===== src/rtl/blkcopy_pkg.sv =====
package blkcopy_pkg;

    typedef enum logic [2:0] {
        ST_IDLE,
        ST_READ,
        ST_LATCH,
        ST_WRITE,
        ST_PAUSE,
        ST_DONE
    } bc_state_t;

    localparam int unsigned REG_CNT  = 0;
    localparam int unsigned REG_SRC  = 1;
    localparam int unsigned REG_DST  = 2;
    localparam int unsigned NUM_REGS = 3;

endpackage


===== src/rtl/blkcopy_ptr.sv =====
module blkcopy_ptr #(
    parameter int W    = 16,
    parameter bit DOWN = 1'b0
) (
    input  logic         clk,
    input  logic         rst,
    input  logic         ld_en,
    input  logic [W-1:0] ld_val,
    input  logic         step,
    output logic [W-1:0] q
);
    localparam logic [W-1:0] ONE = {{(W-1){1'b0}}, 1'b1};

    logic [W-1:0] q_next;

    generate
        if (DOWN) begin : g_down
            assign q_next = q - ONE;
        end else begin : g_up
            assign q_next = q + ONE;
        end
    endgenerate

    always_ff @(posedge clk) begin
        if (rst) begin
            q <= '0;
        end else if (step) begin
            q <= q_next;
        end else if (ld_en) begin
            q <= ld_val;
        end
    end

    generate
        if (DOWN) begin : g_chk_down
            AST_PTR_DEC: assert property (@(posedge clk) disable iff (rst)
                step |=> (q == $past(q) - ONE));
        end else begin : g_chk_up
            AST_PTR_INC: assert property (@(posedge clk) disable iff (rst)
                step |=> (q == $past(q) + ONE));
        end
    endgenerate

    AST_PTR_IDLE_HOLD: assert property (@(posedge clk) disable iff (rst)
        (!step && !ld_en) |=> $stable(q));

endmodule


===== src/rtl/blkcopy_xfer.sv =====
module blkcopy_xfer #(
    parameter int ADDR_W = 16,
    parameter int DATA_W = 8
) (
    input  logic              clk,
    input  logic              rst,
    input  logic              capture,
    input  logic              sel_dst,
    input  logic [ADDR_W-1:0] src,
    input  logic [ADDR_W-1:0] dst,
    input  logic [DATA_W-1:0] rdata,
    output logic [ADDR_W-1:0] addr,
    output logic [DATA_W-1:0] wdata
);
    logic [DATA_W-1:0] hold_q;

    always_ff @(posedge clk) begin
        if (rst) begin
            hold_q <= '0;
        end else if (capture) begin
            hold_q <= rdata;
        end
    end

    always_comb begin
        addr  = sel_dst ? dst : src;
        wdata = hold_q;
    end

endmodule


===== src/rtl/blkcopy_fsm.sv =====
module blkcopy_fsm
    import blkcopy_pkg::*;
(
    input  logic      clk,
    input  logic      rst,
    input  logic      start,
    input  logic      irq_req,
    input  logic      last_step,
    output bc_state_t state,
    output logic      busy,
    output logic      done,
    output logic      irq_ack,
    output logic      mem_re,
    output logic      mem_we,
    output logic      capture,
    output logic      sel_dst,
    output logic      step
);
    bc_state_t state_n;

    always_comb begin
        state_n = state;
        unique case (state)
            ST_IDLE:  if (start) state_n = ST_READ;
            ST_READ:  state_n = ST_LATCH;
            ST_LATCH: state_n = ST_WRITE;
            ST_WRITE: begin
                if (last_step)    state_n = ST_DONE;
                else if (irq_req) state_n = ST_PAUSE;
                else              state_n = ST_READ;
            end
            ST_PAUSE: if (!irq_req) state_n = ST_READ;
            ST_DONE:  state_n = start ? ST_READ : ST_IDLE;
            default:  state_n = ST_IDLE;
        endcase
    end

    always_ff @(posedge clk) begin
        if (rst) state <= ST_IDLE;
        else     state <= state_n;
    end

    always_comb begin
        busy    = 1'b0;
        done    = 1'b0;
        irq_ack = 1'b0;
        mem_re  = 1'b0;
        mem_we  = 1'b0;
        capture = 1'b0;
        sel_dst = 1'b0;
        step    = 1'b0;
        unique case (state)
            ST_IDLE:  ;
            ST_READ:  begin busy = 1'b1; mem_re = 1'b1; end
            ST_LATCH: begin busy = 1'b1; capture = 1'b1; end
            ST_WRITE: begin
                busy    = 1'b1;
                mem_we  = 1'b1;
                sel_dst = 1'b1;
                step    = 1'b1;
            end
            ST_PAUSE: begin busy = 1'b1; irq_ack = 1'b1; end
            ST_DONE:  done = 1'b1;
            default:  ;
        endcase
    end

    AST_RW_EXCLUSIVE: assert property (@(posedge clk) disable iff (rst)
        !(mem_re && mem_we));
    AST_READ_THEN_WRITE: assert property (@(posedge clk) disable iff (rst)
        mem_re |=> capture ##1 mem_we);
    AST_DONE_ONE_CYCLE: assert property (@(posedge clk) disable iff (rst)
        done |=> !done);
    AST_ACK_MEANS_BUSY: assert property (@(posedge clk) disable iff (rst)
        irq_ack |-> busy);
    AST_PAUSE_HELD: assert property (@(posedge clk) disable iff (rst)
        (irq_ack && irq_req) |=> irq_ack);
    AST_LAST_NO_PAUSE: assert property (@(posedge clk) disable iff (rst)
        (mem_we && last_step) |=> (done && !irq_ack));

endmodule


===== src/rtl/blkcopy_engine.sv =====
module blkcopy_engine
    import blkcopy_pkg::*;
#(
    parameter int ADDR_W = 16,
    parameter int DATA_W = 8
) (
    input  logic              clk,
    input  logic              rst,
    input  logic              start,
    input  logic              irq_req,
    output logic              irq_ack,
    output logic              busy,
    output logic              done,
    input  logic              ld_cnt,
    input  logic              ld_src,
    input  logic              ld_dst,
    input  logic [ADDR_W-1:0] ld_value,
    output logic [ADDR_W-1:0] cnt_q,
    output logic [ADDR_W-1:0] src_q,
    output logic [ADDR_W-1:0] dst_q,
    output logic              mem_re,
    output logic              mem_we,
    output logic [ADDR_W-1:0] mem_addr,
    output logic [DATA_W-1:0] mem_wdata,
    input  logic [DATA_W-1:0] mem_rdata
);
    localparam logic [ADDR_W-1:0] CNT_LAST = {{(ADDR_W-1){1'b0}}, 1'b1};

    bc_state_t         state;
    logic              capture;
    logic              sel_dst;
    logic              step;
    logic              last_step;
    logic [NUM_REGS-1:0] ld_vec;
    logic [ADDR_W-1:0] reg_q [NUM_REGS];

    always_comb begin
        ld_vec          = '0;
        ld_vec[REG_CNT] = ld_cnt & ~busy;
        ld_vec[REG_SRC] = ld_src & ~busy;
        ld_vec[REG_DST] = ld_dst & ~busy;
    end

    generate
        for (genvar gi = 0; gi < NUM_REGS; gi++) begin : g_reg
            blkcopy_ptr #(
                .W   (ADDR_W),
                .DOWN(gi == REG_CNT)
            ) u_reg (
                .clk   (clk),
                .rst   (rst),
                .ld_en (ld_vec[gi]),
                .ld_val(ld_value),
                .step  (step),
                .q     (reg_q[gi])
            );
        end
    endgenerate

    assign cnt_q     = reg_q[REG_CNT];
    assign src_q     = reg_q[REG_SRC];
    assign dst_q     = reg_q[REG_DST];
    assign last_step = (cnt_q == CNT_LAST);

    blkcopy_fsm u_fsm (
        .clk      (clk),
        .rst      (rst),
        .start    (start),
        .irq_req  (irq_req),
        .last_step(last_step),
        .state    (state),
        .busy     (busy),
        .done     (done),
        .irq_ack  (irq_ack),
        .mem_re   (mem_re),
        .mem_we   (mem_we),
        .capture  (capture),
        .sel_dst  (sel_dst),
        .step     (step)
    );

    blkcopy_xfer #(
        .ADDR_W(ADDR_W),
        .DATA_W(DATA_W)
    ) u_xfer (
        .clk    (clk),
        .rst    (rst),
        .capture(capture),
        .sel_dst(sel_dst),
        .src    (src_q),
        .dst    (dst_q),
        .rdata  (mem_rdata),
        .addr   (mem_addr),
        .wdata  (mem_wdata)
    );

    AST_READ_AT_SRC: assert property (@(posedge clk) disable iff (rst)
        mem_re |-> (mem_addr == src_q));
    AST_WRITE_AT_DST: assert property (@(posedge clk) disable iff (rst)
        mem_we |-> (mem_addr == dst_q));
    AST_DONE_ZERO: assert property (@(posedge clk) disable iff (rst)
        done |-> (cnt_q == '0 && !busy));
    AST_BUSY_NO_LOAD: assert property (@(posedge clk) disable iff (rst)
        (busy && !mem_we) |=> ($stable(cnt_q) && $stable(src_q) && $stable(dst_q)));
    AST_BUSY_NO_RESTART: assert property (@(posedge clk) disable iff (rst)
        (mem_re && start) |=> (state == ST_LATCH));

endmodule


===== config.mk =====
export PLATFORM = sky130hd
export DESIGN_NAME = blkcopy_engine
export DESIGN_NICKNAME = d
export VERILOG_FILES = /design/src/rtl/blkcopy_pkg.sv /design/src/rtl/blkcopy_ptr.sv /design/src/rtl/blkcopy_xfer.sv /design/src/rtl/blkcopy_fsm.sv /design/src/rtl/blkcopy_engine.sv
export SDC_FILE = /design/constraint.sdc
export NUM_CORES = 1
export LEC_CHECK = 0
export ABC_CLOCK_PERIOD_IN_PS = 1670
export CAP_MARGIN = 15
export CORE_MARGIN = 2
export CORE_UTILIZATION = 47
export DETAILED_ROUTE_END_ITERATION = 8
export DONT_BUFFER_PORTS = 1
export PLACE_DENSITY = 0.65
export SYNTH_ARGS = -nofsm -noshare
export SYNTH_HDL_FRONTEND = slang
export SYNTH_SLANG_ARGS = --single-unit
export TNS_END_PERCENT = 50

===== constraint.sdc =====
create_clock -name clk -period 1.67 [get_ports clk]
set_input_delay 0.0835 -clock clk [delete_from_list [all_inputs] [get_ports clk]]
set_output_delay 0.0835 -clock clk [all_outputs]
set_load 0.1 [all_outputs]

==> results by stage <==
Run status:
- The final reports fail on negative hold slack, negative setup slack.
- The run finished, with violations left.

Route:
- After detailed routing, the number of remaining DRC violations is 0.
- After detailed routing, the average wire length per cell comes to 20.6 um.
- Summed over all layers, the routed wires come to 14800 um.
- Summing over every cut layer, the via total after detailed routing is 4564.
- Using the TritonRoute via totals, the vias-per-cell ratio works out to 6.37.
- The number of routed nets with antenna violations is 0.
- For this block, the initial DRC count from the detailed router was 453.
- The first-pass detailed-route iteration total is 5.

Setup path:
- STA puts the critical path data arrival time at 2.06 ns.
- The worst setup path is launched from a register.
- The data required time of the critical path is 1.93 ns.
- The worst setup path is of the reg -> reg kind.
- STA classifies the critical path endpoint as a register.
- The worst-path maximum fanout is 16.

Power and ir drop:
- Of the total power, the share spent switching nets is 0.512.
- The worst-case vdd ir drop is 0.742 mV.
- The design draws 0.00651 W.
- The net load switching power is 0.00333 W.
- The sequential power share is 0.273.
- Of the total power, the clock network draws 0.172.
- Cell internal power was estimated by the tool at 0.00318 W.
- The combinational fraction of design power is 0.556.
- Dividing total power by cell area gives a power density of 1090 nW/um^2.
- The static leakage is 2.34 nW.

Yosys:
- Of the post-synthesis cell area, the dominant cell type holds 0.335.
- Of the total synthesized cell area, the portion taken by full adders, half adders and majority gates is 0.0142.
- The largest family of logic cells by synthesized area is simple AND/OR/NAND/NOR gates.
- The mux share of post-synthesis cell area is 0.0287.
- The post-synthesis cell area is 3530 sq um.
- Synthesis produced a netlist with a net count of 515.
- The count of flip-flops with a built-in enable after synthesis is 0.
- The number of distinct library cells after synthesis is 68.
- The complex-gate fraction of the synthesized area came to 0.264.
- By area the synthesized netlist is led by dfxtp_1, nand2_1, a21oi_1.
- The area share of xor/xnor cells in the synthesized design is 0.00992.
- Of the total synthesized cell area, the portion taken by AND, OR, NAND and NOR gates is 0.291.
- Synthesis produced 480 cells.
- The number of flip-flops and latches in the synthesized netlist is 59.
- The synthesized design spends more area on one cell type than any other, namely dfxtp_1.
- Counting flops with an async set or reset pin after synthesis yields a share of 0.
- The flip-flop cell with the highest count after synthesis is dfxtp_1.
- The share of the yosys chip area belonging to registers is 0.335.
- The synthesized area per cell is 7.36 sq um.
- The total of warnings raised by yosys is 0.

Layout:
- The number of antenna diodes in the final layout is 0.
- The layout has 439 filler cells.
- Across the whole layout, storage elements account for 1310 sq um.
- The area added between synthesis and finish is 69.8%.
- Of the cells placed in the final design, the portion with a size suffix greater than 1 is 0.459.
- In the final layout, the multi-input gates occupy 2820 sq um.
- In the layout the commonest cells are buf_4, a21oi_1, nor2_1, nand2_1, dfxtp_4.
- The most common cell after layout, fill and taps aside is buf_4.
- The number of nets in the finished design is 647.

STA:
- The total count of hold-check failures in the final report is 1.
- The slew of the pin with the lowest slew margin is 0.376 ns.
- For this run, the top clock speed supported by timing is 0.554 GHz.
- The post-route worst setup slack is -0.135 ns.
- The final worst hold slack is -0.0111 ns.
- The final critical delay including setup and external delays is 1.80 ns.
- Setup repair after global routing could not meet its margin everywhere.
- Clock skew on the completed layout was measured at 0.0167 ns.
- The relative max-transition margin is 0.748.
- The portion of the clock cycle consumed by the worst path in the final layout is 1.08.
- The max-slew violation count is 0.
- The number of endpoints failing setup at the final stage is 37.

CTS:
- The clock passes through at most 2 buffers.
- TritonCTS built the clock tree.
- The maximum level of the CTS H-tree is 3.
- In this run the clock root is driven by a clkbuf_8.
- The clock drives 59 sinks.
- Counting the buffers created by CTS gives 9.
- The clock edge transition at the registers on the reported setup and hold paths is 0.07 ns.
- The clock reaches the later pin of the worst-skew pair after 0.36 ns.

Die:
- From left edge to right edge, the die measures 90.7 um.
- The area of the die is 8220 sq um.
- The core region is 7250 sq um.
- The height of the chip is 90.7 um.
- The floorplan has 31 rows.
- During I/O placement, the number of pins put on the boundary was 108.
- The initial standard-cell utilization of the core is 0.487.

Placement:
- The congestion estimate from routability-driven global placement came to 0.872.
- Detailed placement finished with a half-perimeter wire length of 9100 um.
- The port buffer count is 0.

GRT:
- The initial antenna violation count came to 0.
- The most used routing layer is met2.
- For this run, global-route usage on met3 was measured as 0.0710.
- The overflow left after global routing is 0.
- For met2 alone, demand over resource in global routing was 0.575.
- The via count of the first global-routing pass is 4344.
- Across every metal layer, demand over resource in global routing totals 0.334.
- The first global-routing pass estimated 22000 um of wire.
- Entering global routing, the biggest net connects 54 pins.
- In the global route stage, met1 resource usage came out at 0.406.

Run:
- The max-capacitance violation count is 0.

Hold path:
- The path class of the tightest hold or removal check is in -> reg.
[synth_stat cells, drive strengths merged (2+ instances only)]
cell / instances
nor3: 21
xor2: 2
a211oi: 9
ha: 4
nand3b: 2
or4b: 2
a32oi: 4
and2: 3
dfxtp: 59
nand2b: 3
o21a: 5
a221oi: 2
clkbuf: 12
nand3: 24
nor4: 9
xnor2: 2
mux2i: 9
and3: 5
or4: 2
or3: 3
a22oi: 4
a21oi: 42
nor2: 44
a31oi: 12
a2bb2oi: 2
o211ai: 4
nand2: 77
o21ai: 44
buf: 20
o31ai: 2
a311oi: 5
inv: 14
nand4: 8
[worst paths after layout]
path                         from                  end  slack, ns  depth (start not counted)
hold reg to reg   u_xfer.wdata[3]      u_xfer.wdata[3]       0.50                          2
hold / removal        ld_value[0]  g_reg[1].u_reg.q[0]      -0.01                          2
setup reg to reg   u_fsm.state[2]  g_reg[2].u_reg.q[2]      -0.13                          7
setup / recovery   u_fsm.state[2]  g_reg[2].u_reg.q[2]      -0.13                          7
[cell type report]
cell class,instances,share of cell area
Clock inverter,4,0.00313
Multi-Input combinational cell,376,0.471
Inverter,14,0.00877
Clock buffer,12,0.0225
Tap cell,99,0.0207
Sequential cell,59,0.218
Timing Repair Buffer,152,0.257
[power by group through the flow]
stage	logic, W	clock network, W	registers (W)
final	0.00362	0.00112	0.00178
after global routing	0.00374	0.00119	0.00180
after CTS	0.00343	0.00111	0.00176
after detailed placement	0.00320	0	0.00178
after global placement	0.00317	0	0.00178
after floorplan	0.00135	0	0.00289
[routing by layer]
layer  part of all wire  wire [um]
met1               0.36       5310
met2               0.48       7150
met3               0.11       1670
met4              0.042        625
met5                  0          0
[kinds of logic (layout without fill, tap and decap cells)]
| family | after synthesis | count (layout) |
|---|---|---|
| and+or+nand+nor | 209 | 209 |
| AOI/OAI and AO/OA | 148 | 149 |
| xor gates and xnor gates | 4 | 4 |
| buffers and inverters | 46 | 182 |
| DFF | 59 | 59 |
| adders and majority gates | 4 | 4 |
| muxes | 10 | 10 |
[registers in the layout, summed over array words and instances, names as in the netlist]
| register | cells |
|---|---|
| u_fsm.state | 3 |
| g.u_reg.q | 48 |
| u_xfer.wdata | 8 |
[through the flow]
stage                     area [sq um]  setup slack, ns  cells   util  TNS (ns)
after floorplan                   4040           -0.372    480      -     -2.96
after global placement            4940          -0.0313    656  0.681   -0.0313
after detailed placement          4940          -0.0599    656  0.681    -0.229
after CTS                         5720          -0.0805    715  0.789     -1.30
after global routing              5990           -0.233    716  0.826     -5.73
final                             5990           -0.135    716  0.826     -2.13
[critical path, cell delays in order (launching register included)]
cell and delay [ns]:
dfxtp_2 0.34, nand3b_1 0.28, inv_2 0.20, buf_6 0.14, bufbuf_16 0.28, nand3b_1 0.10, a21o_1 0.20, a21oi_1 0.18
[what timing repair did]
action	4_1_cts	5_1_grt
hold buffers	27	0
setup endpoints to repair	35	59
pin swaps	18	27
endpoints found under the hold margin	54	0
gates resized for setup	43	62
gates cloned	4	1
setup buffers	12	2
Power figures use the tool's default switching activity.
